--- config.mk ---
export PLATFORM = sky130hd
export DESIGN_NAME = i2c_scl_tap_timer
export DESIGN_NICKNAME = d
export VERILOG_FILES = /design/src/rtl/i2c_tap_pkg.sv /design/src/rtl/i2c_tap_code_decode.sv /design/src/rtl/i2c_tap_phase_counter.sv /design/src/rtl/i2c_tap_strobe_compare.sv /design/src/rtl/i2c_scl_tap_timer.sv
export SDC_FILE = /design/constraint.sdc
export NUM_CORES = 1
export LEC_CHECK = 0
export BUFFER_PORTS_ARGS = -buffer_cell sky130_fd_sc_hd__clkbuf_2
export CAP_MARGIN = 20
export CORE_MARGIN = 2
export CORE_UTILIZATION = 55
export CTS_CLUSTER_DIAMETER = 100
export CTS_CLUSTER_SIZE = 8
export DETAILED_ROUTE_END_ITERATION = 12
export PLACE_DENSITY = 0.76
export SLEW_MARGIN = 30
export SYNTH_ARGS = -nofsm -noshare
export SYNTH_HDL_FRONTEND = slang
export SYNTH_SLANG_ARGS = --single-unit
--- constraint.sdc ---
create_clock -name clk -period 6.18 [get_ports clk]
set_input_delay 1.545 -clock clk [delete_from_list [all_inputs] [get_ports clk]]
set_output_delay 1.545 -clock clk [all_outputs]
set_load 0.02 [all_outputs]
--- src/rtl/i2c_tap_pkg.sv ---
`timescale 1ns/1ps
package i2c_tap_pkg;

   localparam int CODE_W     = 6;
   localparam int IDX_W      = 3;
   localparam int MAX_PERIOD = 3840;
   localparam int MIN_CNT_W  = $clog2(MAX_PERIOD);

   typedef struct packed {
      logic [IDX_W-1:0] tap_idx;
      logic [IDX_W-1:0] step_idx;
   } code_split_t;

   function automatic code_split_t split_code(input logic [CODE_W-1:0] c);
      code_split_t s;
      s.tap_idx  = {c[5], c[1], c[0]};
      s.step_idx = c[4:2];
      return s;
   endfunction

   function automatic logic [31:0] scl_tap(input logic [IDX_W-1:0] i);
      case (i)
         3'd0:    return 32'd9;
         3'd1:    return 32'd10;
         3'd2:    return 32'd12;
         3'd3:    return 32'd15;
         3'd4:    return 32'd5;
         3'd5:    return 32'd6;
         3'd6:    return 32'd7;
         default: return 32'd8;
      endcase
   endfunction

   function automatic logic [31:0] sda_tap(input logic [IDX_W-1:0] i);
      case (i)
         3'd0, 3'd1: return 32'd3;
         3'd2, 3'd3: return 32'd4;
         3'd4, 3'd5: return 32'd1;
         default:    return 32'd2;
      endcase
   endfunction

   function automatic logic [31:0] base_delay(input logic [IDX_W-1:0] i);
      case (i)
         3'd0, 3'd1: return 32'd4;
         3'd2, 3'd3: return 32'd6;
         default:    return (32'd1 << i) - 32'd2;
      endcase
   endfunction

endpackage

--- src/rtl/i2c_tap_code_decode.sv ---
`timescale 1ns/1ps
module i2c_tap_code_decode
   import i2c_tap_pkg::*;
#(
   parameter int CNT_W = 12
) (
   input  logic [CODE_W-1:0] code_i,
   output logic [CNT_W-1:0]  half_o,
   output logic [CNT_W-1:0]  hold_o,
   output logic [CNT_W-1:0]  last_o
);

   code_split_t split;
   logic [31:0] half_w, hold_w, last_w;

   always_comb begin
      split  = split_code(code_i);
      half_w = base_delay(split.step_idx)
             + ((scl_tap(split.tap_idx) - 32'd1) << split.step_idx) + 32'd2;
      hold_w = base_delay(split.step_idx)
             + ((sda_tap(split.tap_idx) - 32'd1) << split.step_idx) + 32'd3;
      last_w = (half_w << 1) - 32'd1;
   end

   assign half_o = half_w[CNT_W-1:0];
   assign hold_o = hold_w[CNT_W-1:0];
   assign last_o = last_w[CNT_W-1:0];

endmodule

--- src/rtl/i2c_tap_phase_counter.sv ---
`timescale 1ns/1ps
module i2c_tap_phase_counter
   import i2c_tap_pkg::*;
#(
   parameter int CNT_W = 12
) (
   input  logic              clk,
   input  logic              rst_n,
   input  logic              active_i,
   input  logic [CODE_W-1:0] code_i,
   input  logic [CNT_W-1:0]  last_i,
   output logic [CODE_W-1:0] code_q_o,
   output logic [CNT_W-1:0]  cnt_o,
   output logic              running_o
);

   always_ff @(posedge clk or negedge rst_n) begin
      if (!rst_n) begin
         running_o <= 1'b0;
         cnt_o     <= '0;
         code_q_o  <= '0;
      end else if (!active_i) begin
         running_o <= 1'b0;
         cnt_o     <= '0;
         code_q_o  <= code_i;
      end else if (!running_o) begin
         running_o <= 1'b1;
      end else if (cnt_o == last_i) begin
         cnt_o     <= '0;
         code_q_o  <= code_i;
      end else begin
         cnt_o     <= cnt_o + 1'b1;
      end
   end

endmodule

--- src/rtl/i2c_tap_strobe_compare.sv ---
`timescale 1ns/1ps
module i2c_tap_strobe_compare #(
   parameter int CNT_W = 12
) (
   input  logic             running_i,
   input  logic [CNT_W-1:0] cnt_i,
   input  logic [CNT_W-1:0] half_i,
   input  logic [CNT_W-1:0] hold_i,
   output logic [2:0]       strobe_o
);

   localparam int FALL_BIT = 0;
   localparam int SDA_BIT  = 1;
   localparam int RISE_BIT = 2;

   always_comb begin
      strobe_o           = '0;
      strobe_o[FALL_BIT] = running_i && (cnt_i == '0);
      strobe_o[SDA_BIT]  = running_i && (cnt_i == hold_i);
      strobe_o[RISE_BIT] = running_i && (cnt_i == half_i);
   end

endmodule

--- src/rtl/i2c_scl_tap_timer.sv ---
`timescale 1ns/1ps
module i2c_scl_tap_timer
   import i2c_tap_pkg::*;
#(
   parameter int CNT_W      = 12,
   parameter int STROBE_REG = 0
) (
   input  logic              clk,
   input  logic              rst_n,
   input  logic [CODE_W-1:0] div_code_i,
   input  logic              enable_i,
   input  logic              run_i,
   output logic              scl_fall_o,
   output logic              scl_rise_o,
   output logic              sda_change_o
);

   generate
      if (CNT_W < MIN_CNT_W || CNT_W > 32) begin : g_bad_width
         $error("CNT_W must lie between the longest-period width and 32");
      end
      if (STROBE_REG != 0 && STROBE_REG != 1) begin : g_bad_variant
         $error("STROBE_REG must be 0 or 1");
      end
   endgenerate

   logic              active;
   logic [CODE_W-1:0] code_q;
   logic [CNT_W-1:0]  cnt, half, hold, last;
   logic              running;
   logic [2:0]        strobe_d;

   assign active = enable_i & run_i;

   i2c_tap_phase_counter #(.CNT_W(CNT_W)) u_cnt (
      .clk       (clk),
      .rst_n     (rst_n),
      .active_i  (active),
      .code_i    (div_code_i),
      .last_i    (last),
      .code_q_o  (code_q),
      .cnt_o     (cnt),
      .running_o (running)
   );

   i2c_tap_code_decode #(.CNT_W(CNT_W)) u_dec (
      .code_i (code_q),
      .half_o (half),
      .hold_o (hold),
      .last_o (last)
   );

   i2c_tap_strobe_compare #(.CNT_W(CNT_W)) u_cmp (
      .running_i (running),
      .cnt_i     (cnt),
      .half_i    (half),
      .hold_i    (hold),
      .strobe_o  (strobe_d)
   );

   generate
      if (STROBE_REG == 1) begin : g_reg_out
         logic [2:0] strobe_q;
         always_ff @(posedge clk or negedge rst_n) begin
            if (!rst_n) strobe_q <= '0;
            else        strobe_q <= strobe_d;
         end
         assign {scl_rise_o, sda_change_o, scl_fall_o} = strobe_q;
      end else begin : g_comb_out
         assign {scl_rise_o, sda_change_o, scl_fall_o} = strobe_d;
      end
   endgenerate

endmodule

==> flow_summary.toml, run 1 <==
[logic_synthesis]
synth-seq-cells = 19
synthTopCellsByCount = "ha_1 (47), xnor2_1 (43), nand2_1 (29), nor2_1 (29), xor2_1 (21)"
synth_cells = 393
syn_area_per_cell_um2 = 8.02
synth.most_common_cell = "ha_1"
async_flop_share = 1.00
synth_top_area_share = 0.187
ys_types = 57
synthesis.area_mm2 = 0.00315
yosysWarnings = 0
yosys-top-cells-area = "ha_1 (19%), dfrtp_1 (15%), xnor2_1 (12%)"
synth-edff-count = 0
yosysTopAreaCell = "ha_1"
synth_ff_type = "dfrtp_1"
seq_area_frac_synth = 0.151

[floorplanning]
die_area_mm2 = 0.00635
initial_core_util = 0.573
dieWidth_um = 79.7
ioPinCount = 13
core_area_mm2 = 0.00551
rows = 27
die_y_um = 79.7

[worst_setup_path]
cp_slowest_stage_delay_ns = 0.47
path_max_fanout = 7
path_class = "reg -> out"
cp.required_ns = 4.64
slowest_stage = "dfrtp_2"
worst-path-buf-inv = 2
crit_path_end_kind = "output pin"
critPathArrivalTime_ns = 4.43
crit_family = "adder cells"
worstSetupStartpointType = "flop"
path_cells = "nand2b_4 > xor2_2 > inv_1 > ha_1 > mux2_2 > mux2_2 > nor2_1 > ha_1 > ha_1 > and3_1 > a211o_4 > a221oi_4 > xnor2_2 > xor2_1 > nor4_1 > buf_2"
timing.critical_path.mode_cell = "ha_1"

[clock_tree]
clkSlewWorstSetupHoldPaths_ns = 0.08
numCtsBuffers = 3
cts-root-buf = "clkbuf_8"
cts_tree = "yes"
htree_levels = 1
clk_latency_ns = 0.26
clock_sinks = 19
ctsLongestPathBuffers = 2

[place]
io_buffers = 12
place_hpwl_mm = 5.78
dp_cells = 473
post_dp_cell_area_mm2 = 0.00332
routabilityCongestion = 0.883

[sta]
finClkSkew_ns = 0.00570
report.final.slew_viol_count = 0
hold_violations = 0
fmax_ghz = 0.167
timing.final.crit_period_ns = 5.98
slew_headroom = 0.597
rsz0062_at_grt = "no"
finalSetupViolCount = 0
tightest_slew_ns = 0.600
setup_tns_ns = 0
fin_crit_sh = 0.967

[power_and_ir_drop]
power.density_mw_per_mm2 = 211
irDropWorstVdd_v = 0.0000854
power_leakage_nw = 1.65
total_power_w = 0.000740

[global_routing]
grt_util_all_layers = 0.248
grt_max_degree = 20
grt_pass1_wl_mm = 12.7
grt_pass1_vias = 2731
grt.busiest_layer = "met2"
grt_overflow = 0
met1_usage = 0.326
grtUsageMet3 = 0.0328
use_met2 = 0.439
grt_antenna_before_repair = 0

[finish]
final_util = 0.636
seq_area_um2 = 477
fill_cells = 475
syn_to_final_growth_pct = 11.2
diodes = 0
multi_input_area_mm2 = 0.00265
stdcell_count = 479
final_area_mm2 = 0.00350
final_nets = 467
layout-drive-gt1-share = 0.150

[drt]
via_per_inst = 5.81
drt_iter0_drc = 169
wl_per_cell_um = 15.5
postRouteAntennaNets = 0
drt_pre_antenna_iters = 5
via_count = 2783
routed_wl_mm = 7.42
drc_errors = 0

[job]
drv_cap = 0

[outcome]
status = "completed"

[min_path]
hp-class = "reg -> reg"
-- metal layers --
metal / share of wire / vias to the layer above
li1: - / 1410
met1: 0.47 / 1318
met2: 0.50 / 49
met3: 0.028 / 6
met4: 0.0096 / 0
met5: 0 / -
-- worst reg2reg max path, delay by kind of cell (launching register included) --
kind,cells,cell delay [ns]
simple gates,6,1.30
compound gates,3,1.27
mux,3,0.98
fa+ha+maj,3,0.90
flops,1,0.47
xor+xnor,2,0.41
buf+inv,1,0.11
-- cell usage in the layout (no fill, tap or decap), drive strengths merged, types with 2 or more instances in the layout --
| master | instances |
|---|---|
| o2111ai | 2 |
| xnor2 | 43 |
| nor2 | 29 |
| xor2 | 21 |
| mux2i | 2 |
| o21ai | 14 |
| nand2b | 10 |
| nor3 | 6 |
| or3 | 2 |
| clkinv | 2 |
| dfrtp | 19 |
| buf | 14 |
| nor2b | 4 |
| nand4 | 4 |
| inv | 21 |
| mux2 | 9 |
| and2 | 6 |
| a211oi | 2 |
| a211o | 2 |
| fa | 2 |
| a21oi | 17 |
| nor4 | 9 |
| o31ai | 2 |
| a311oi | 2 |
| clkbuf | 13 |
| nand3 | 13 |
| and3 | 8 |
| ha | 47 |
| or4 | 2 |
| nand2 | 29 |
| conb | 8 |
| o22ai | 10 |
| a21o | 15 |
-- power by group --
group | internal (W) | leakage [nW] | switching, W
registers | 0.000128 | 0.249 | 0.00000842
clock network | 0.0000455 | 0.0217 | 0.0000485
logic | 0.000234 | 1.38 | 0.000275
total | 0.000407 | 1.65 | 0.000332
-- stage by stage --
stage	worst slack, ns	hold slack [ns]
floorplan	0.0503	0.578
global placement	0.216	0.521
detailed placement	0.0839	0.544
CTS	0.0251	0.563
global route	0.00543	0.582
finish	0.202	0.566
-- registers in the layout, summed over array words and instances, names as in the netlist --
name	cells
u_cnt.cnt_o	12
u_cnt.code_q_o	6
u_cnt.running_o	1
-- worst paths after layout --
check	start	to	slack (ns)	depth (start not counted)
max in group asynchronous	rst_n	u_cnt.code_q_o[1]$_DFFE_PN0P_	4.58	1
hold reg to reg	u_cnt.code_q_o[5]$_DFFE_PN0P_	u_cnt.code_q_o[5]$_DFFE_PN0P_	0.57	1
setup reg to reg	u_cnt.code_q_o[1]$_DFFE_PN0P_	u_cnt.code_q_o[1]$_DFFE_PN0P_	0.64	18
hold / removal	u_cnt.code_q_o[5]$_DFFE_PN0P_	u_cnt.code_q_o[5]$_DFFE_PN0P_	0.57	1
setup / recovery	u_cnt.code_q_o[1]$_DFFE_PN0P_	scl_rise_o	0.20	16
min in group asynchronous	rst_n	u_cnt.code_q_o[5]$_DFFE_PN0P_	1.23	1
-- repair_timing --
action | 4_1_cts | 5_1_grt
hold buffers | 0 | 0
buffers inserted | 0 | 2
pin swaps | 0 | 4
gates resized for setup | 6 | 22
setup endpoints to repair | 2 | 2
-- logic make-up (layout without fill, tap and decap cells) --
family	count (synthesis)	after routing	share of synthesized area
xor gates and xnor gates	64	64	0.178
AOI/OAI and AO/OA	79	79	0.171
and+or+nand+nor	126	126	0.203
adders and majority gates	49	49	0.199
buffers and inverters	43	51	0.0536
other	2	8	0.00238
DFF	19	19	0.151
muxes	11	11	0.0421
-- cell type report --
| class | count | area share |
|---|---|---|
| Tap cell | 72 | 0.0257 |
| Timing Repair Buffer | 24 | 0.0436 |
| Clock buffer | 3 | 0.0118 |
| Sequential cell | 19 | 0.136 |
| Multi-Input combinational cell | 337 | 0.756 |
| Clock inverter | 1 | 0.00214 |
| Inverter | 23 | 0.0246 |
(Power assumes the default switching activity.)
==> inputs of run 2 (changes only) <==
--- a/config.mk
+++ b/config.mk
@@ -5,6 +5,7 @@
 export SDC_FILE = /design/constraint.sdc
 export NUM_CORES = 1
 export LEC_CHECK = 0
+export ABC_AREA = 1
 export BUFFER_PORTS_ARGS = -buffer_cell sky130_fd_sc_hd__clkbuf_2
 export CAP_MARGIN = 20
 export CORE_MARGIN = 2
==> run 2 against run 1 <==
Net effect: area after synthesis up 10%; power is 16% higher; largest cell class unchanged; critical endpoint unchanged; sequential share of layout area fell by 0.60 points; critical path type unchanged; worst setup slack better by 0.24 ns.
==> flow_summary.toml, run 2 <==
[finish]
layout_common_cells = "nand2_1 (143), inv_1 (64), nand3_1 (58)"
final_nets = 627
layout_commonest_cell = "nand2_1"
largest_register_ff_count = 12
diodes = 0
reg_top3 = "u_cnt.cnt_o: 12 flops, u_cnt.code_q_o: 6 flops, u_cnt.running_o: 1 flops"
final_util = 0.610
final_area_mm2 = 0.00367
regMostFlops = "u_cnt.cnt_o"
fill_cells = 613
layout-drive-gt1-share = 0.125
syn_to_final_growth_pct = 5.76

[drt]
drt_pre_antenna_iters = 6
routed.top_layer = "met4"
routed_wl_mm = 8.46
drc_errors = 0
route.met2.wl_mm = 4.07
wl_met1_mm = 3.98
via_count = 3518
postRouteAntennaNets = 0
wl_per_cell_um = 13.2
wl_met3_um = 317
drt_iter0_drc = 191
via_per_inst = 5.48

[min_path]
hp-class = "reg -> reg"
min_to = "u_cnt.code_q_o[5]$_DFFE_PN0P_"
holdPathStages = 2
hp-start = "u_cnt.code_q_o[5]$_DFFE_PN0P_"

[place]
post_dp_cell_area_mm2 = 0.00358
io_buffers = 12
place_hpwl_mm = 6.99
routabilityCongestion = 0.936

[sta]
fmax_ghz = 0.174
tightest_slew_ns = 0.910
hold_ws_ns = 0.541
finClkSkew_ns = 0.00337
report.final.slew_viol_count = 0
fin_crit_sh = 0.929
slew_headroom = 0.393
finalSetupViolCount = 0
hold_violations = 0
timing.final.crit_period_ns = 5.74

[clock_tree]
cts-root-buf = "clkbuf_8"
clkSlewWorstSetupHoldPaths_ns = 0.08
numCtsBuffers = 3
cts_hold_buf = 0
clock_sinks = 19
cts_tree = "yes"
clk_latency_ns = 0.26
ctsLongestPathBuffers = 2
htree_levels = 1

[global_routing]
grt_max_degree = 21
grt_pass1_wl_mm = 14.7
grt_pass1_vias = 3293
grt_util_all_layers = 0.251
grt_overflow = 0
grt_antenna_before_repair = 0

[power_and_ir_drop]
p_sw_frac = 0.534
p_int_w = 0.000399
power_frac_comb = 0.727
power.density_mw_per_mm2 = 233
power_leakage_nw = 1.92
clockPowerShare = 0.106
p_switching_w = 0.000457
irDropWorstVdd_v = 0.000170
seqPwrFrac = 0.166

[outcome]
status = "completed"

[floorplanning]
rows = 28
initial_core_util = 0.577
ioPinCount = 13
core_area_mm2 = 0.00603
dieWidth_um = 83.5
die_area_mm2 = 0.00697
die_y_um = 83.5

[worst_setup_path]
path_class = "reg -> out"
r2r_end = "u_cnt.code_q_o[3]$_DFFE_PN0P_"
path_max_fanout = 5
cp.required_ns = 4.64
cp_slowest_stage_delay_ns = 0.45
critPathArrivalTime_ns = 4.20
cp-startpoint = "u_cnt.code_q_o[0]$_DFFE_PN0P_"
worstSetupStartpointType = "flop"
r2r-start = "u_cnt.code_q_o[0]$_DFFE_PN0P_"
reg2reg_depth = 29
crit_path_end_kind = "output pin"
slowest_stage = "fa_1"
r2r_slack_ns = 1.73

[logic_synthesis]
yosysWarnings = 0
yosysTopAreaCell = "ha_1"
synth_ff_type = "dfrtp_1"
yosys-top-cells-area = "ha_1 (17%), nand2_1 (16%), dfrtp_1 (14%)"
synth.most_common_cell = "nand2_1"
synthTopCellsByCount = "nand2_1 (144), inv_1 (65), nand3_1 (59)"
synth-edff-count = 0
syn_area_per_cell_um2 = 6.26
synth_cells = 555
async_flop_share = 1.00
ys_types = 34
seq_area_frac_synth = 0.137
synth-seq-cells = 19
synth_top_area_share = 0.169
synthesis.area_mm2 = 0.00347

[job]
drv_cap = 0
run 2: routing by layer:
metal,up-vias,track usage
met2,81,0.447
li1,1828,-
met4,0,0.0469
met5,-,0
met3,13,0.0138
met1,1596,0.339
run 2: power by group through the flow:
stage | Clock, W | Sequential (W) | Combinational (W)
after global routing | 0.0000968 | 0.000143 | 0.000713
after CTS | 0.0000938 | 0.000143 | 0.000606
after detailed placement | 0 | 0.000145 | 0.000603
after floorplan | 0 | 0.000134 | 0.000507
after global placement | 0 | 0.000145 | 0.000591
final | 0.0000910 | 0.000142 | 0.000623
run 2: area by class of cell:
cell class	instances	area [um^2]	area share
Timing Repair Buffer	16	90.1	0.0245
Clock buffer	3	41.3	0.0112
Tap cell	75	93.8	0.0255
Sequential cell	19	478	0.130
Inverter	70	263	0.0715
Clock inverter	1	5.00	0.00136
Multi-Input combinational cell	458	2700	0.736
run 2: critical path, delay by kind of cell, from the launching register on:
kind / cells / cell delay (ns)
simple gates: 13 / 1.20
compound gates: 4 / 0.57
fa+ha+maj: 3 / 0.97
buf+inv: 5 / 0.48
xor+xnor: 2 / 0.31
flops: 1 / 0.42
run 2: worst max-delay path by stage:
stage,end
after floorplan,scl_rise_o
after global placement,scl_rise_o
after detailed placement,scl_rise_o
after CTS,scl_rise_o
after global routing,scl_rise_o
final,scl_rise_o
run 2: per-stage QoR:
stage,power (W),TNS (ns),std cells,setup WS [ns]
4_1_cts,0.000842,0,638,0.179
6_report,0.000856,0,642,0.440
5_1_grt,0.000953,-0.0208,642,-0.0208
2_1_floorplan,0.000641,0,561,0.878
3_3_place_gp,0.000736,0,634,0.715
3_5_place_dp,0.000748,0,634,0.484
run 2: kinds of logic after synthesis:
family	share of synthesized area
simple gates	0.396
buf+inv	0.0965
xor+xnor	0.0731
fa+ha+maj	0.181
compound gates	0.115
other cells	0.00216
flops	0.137
run 2: repair_timing:
action | CTS | global route
setup buffers | 0 | 4
gates resized for setup | 0 | 9
endpoints found under the setup margin | 0 | 2
endpoints found under the hold margin | 0 | 0
==> inputs of run 3 (changes only) <==
--- a/config.mk
+++ b/config.mk
@@ -9,11 +9,11 @@
 export BUFFER_PORTS_ARGS = -buffer_cell sky130_fd_sc_hd__clkbuf_2
 export CAP_MARGIN = 20
 export CORE_MARGIN = 2
-export CORE_UTILIZATION = 55
+export CORE_UTILIZATION = 28
 export CTS_CLUSTER_DIAMETER = 100
 export CTS_CLUSTER_SIZE = 8
 export DETAILED_ROUTE_END_ITERATION = 12
-export PLACE_DENSITY = 0.76
+export PLACE_DENSITY = 0.46
 export SLEW_MARGIN = 30
 export SYNTH_ARGS = -nofsm -noshare
 export SYNTH_HDL_FRONTEND = slang
==> run 3 against run 2 <==
Net effect: first-iteration DRC count decreased by 1.0%; hold slack improved by 0.012 ns; via count decreased by 0.99%; design area grew 4.4%; die area grew 91%; routed wire length up 11%; largest cell class unchanged; power up 6.1%; clock skew up 0.0049 ns; sequential cell count is the same; clock-buffer cell count did not move.
==> flow_summary.toml, run 3 (synthesized netlist as in run 2, its figures left out) <==
[outcome]
status = "completed"

[floorplanning]
rows = 40
die_y_um = 115
core_area_mm2 = 0.0121
dieWidth_um = 115
die_area_mm2 = 0.0133
ioPinCount = 13
initial_core_util = 0.288

[power_and_ir_drop]
total_power_w = 0.000908
p_int_w = 0.000439
irDropWorstVdd_v = 0.000143
seqPwrFrac = 0.154
p_sw_frac = 0.516
power_leakage_nw = 1.95
power_frac_comb = 0.689
clockPowerShare = 0.157
power.density_mw_per_mm2 = 237
p_switching_w = 0.000468

[sta]
slew_headroom = 0.364
fmax_ghz = 0.174
fin_crit_sh = 0.932
tightest_slew_ns = 0.953
worst_slack_ns = 0.421
hold_violations = 0
finClkSkew_ns = 0.00824
report.final.slew_viol_count = 0
setup_tns_ns = 0
finalSetupViolCount = 0
timing.final.crit_period_ns = 5.76

[worst_setup_path]
worst-path-buf-inv = 3
crit_family = "simple AND/OR/NAND/NOR gates"
path_class = "reg -> out"
timing.critical_path.mode_cell = "nor2_1"
reg2reg_depth = 28
cp_slowest_stage_delay_ns = 0.49
cp.required_ns = 4.64
slowest_stage = "fa_1"
worstSetupStartpointType = "flop"
path_max_fanout = 8
critPathArrivalTime_ns = 4.21
path_cells = "inv_1 > nor2_1 > inv_1 > nand2_1 > ha_1 > or2_2 > nand3_1 > o21ai_0 > o21ai_0 > nor2_1 > ha_1 > fa_1 > xnor2_1 > xor2_1 > nor2_1 > o21ai_0 > a21oi_1 > nand3_1 > nor2_1 > nand4_1 > nor2_1 > clkbuf_2"
crit_path_end_kind = "output pin"
crit_cells = 22

[clock_tree]
htree_levels = 1
numCtsBuffers = 3
cts_hold_buf = 0
clkSlewWorstSetupHoldPaths_ns = 0.07
cts-root-buf = "clkbuf_16"
ctsLongestPathBuffers = 2
cts_tree = "yes"
clock_sinks = 19
clk_latency_ns = 0.26

[finish]
stdcell_count = 737
layout_commonest_cell = "nand2_1"
largest_register_ff_count = 12
final_nets = 629
syn_to_final_growth_pct = 10.4
reg_top3 = "u_cnt.cnt_o: 12 flops, u_cnt.code_q_o: 6 flops, u_cnt.running_o: 1 flops"
layout_common_cells = "nand2_1 (143), inv_1 (65), nand3_1 (58)"
regMostFlops = "u_cnt.cnt_o"
diodes = 0
layout-drive-gt1-share = 0.123
seq_area_um2 = 478
multi_input_area_mm2 = 0.00270
fill_cells = 1375

[place]
pre_cts_slack_ns = 0.537
routabilityCongestion = 0.844
io_buffers = 12
place_hpwl_mm = 7.88
dp_cells = 728

[global_routing]
grt_pass1_wl_mm = 16.3
grt_pass1_vias = 3397
grt_max_degree = 21
grt_antenna_before_repair = 0
grt_util_all_layers = 0.152
grt_overflow = 0

[drt]
via_per_inst = 4.73
routed_wl_mm = 9.41
postRouteAntennaNets = 0
drc_errors = 0
drt_iter0_drc = 189
via_count = 3483
wl_per_cell_um = 12.8
drt_pre_antenna_iters = 4

[min_path]
holdPathStages = 2
hp-class = "reg -> reg"

[job]
drv_cap = 0
## run 3: power groups by stage
stage	registers, W	logic, W	clock network (W)
5_1_grt	0.000141	0.000722	0.000153
2_1_floorplan	0.000134	0.000507	0
4_1_cts	0.000141	0.000618	0.000147
3_5_place_dp	0.000143	0.000614	0
6_report	0.000140	0.000625	0.000142
3_3_place_gp	0.000143	0.000608	0
## run 3: through the flow
stage               utilization  hold slack, ns  cell area [um^2]
floorplan                     -           0.503              3500
finish                    0.318           0.553              3830
CTS                       0.314           0.569              3780
global route              0.318           0.594              3830
global placement          0.307           0.540              3700
detailed placement        0.307           0.552              3700
## run 3: worst min-delay path, cell delays in order (launching register included)
cell,delay (ns)
dfrtp_1,0.40
nand2_1,0.07
nand2_1,0.05
## run 3: repair_timing
| item | CTS | global route |
|---|---|---|
| setup endpoints to repair | 0 | 2 |
| resized for setup | 0 | 6 |
| setup buffers | 0 | 5 |
## run 3: worst paths after layout
path                                                from                            end  slack [ns]
setup reg to reg           u_cnt.code_q_o[1]$_DFFE_PN0P_  u_cnt.code_q_o[3]$_DFFE_PN0P_        1.72
hold / removal             u_cnt.code_q_o[0]$_DFFE_PN0P_  u_cnt.code_q_o[0]$_DFFE_PN0P_        0.55
hold reg to reg            u_cnt.code_q_o[0]$_DFFE_PN0P_  u_cnt.code_q_o[0]$_DFFE_PN0P_        0.55
max in group asynchronous                          rst_n  u_cnt.code_q_o[5]$_DFFE_PN0P_        4.57
setup / recovery           u_cnt.code_q_o[1]$_DFFE_PN0P_                   sda_change_o        0.42
min in group asynchronous                          rst_n  u_cnt.code_q_o[3]$_DFFE_PN0P_        1.24
## run 3: final cells by class
type | instances | share of cell area
multi-input combinational | 458 | 0.704
clock inverter | 1 | 0.00131
sequential | 19 | 0.125
timing repair buffer | 18 | 0.0274
clock buffer | 3 | 0.0196
inverter | 70 | 0.0685
tap | 168 | 0.0548
## run 3: metal layers
layer / routed length [um] / vias to the layer above / global-route usage
met3: 385 / 8 / 0.0148
met4: 103 / 0 / 0.0305
met1: 4780 / 1578 / 0.217
met5: 0 / - / 0
met2: 4140 / 69 / 0.248
li1: - / 1828 / -
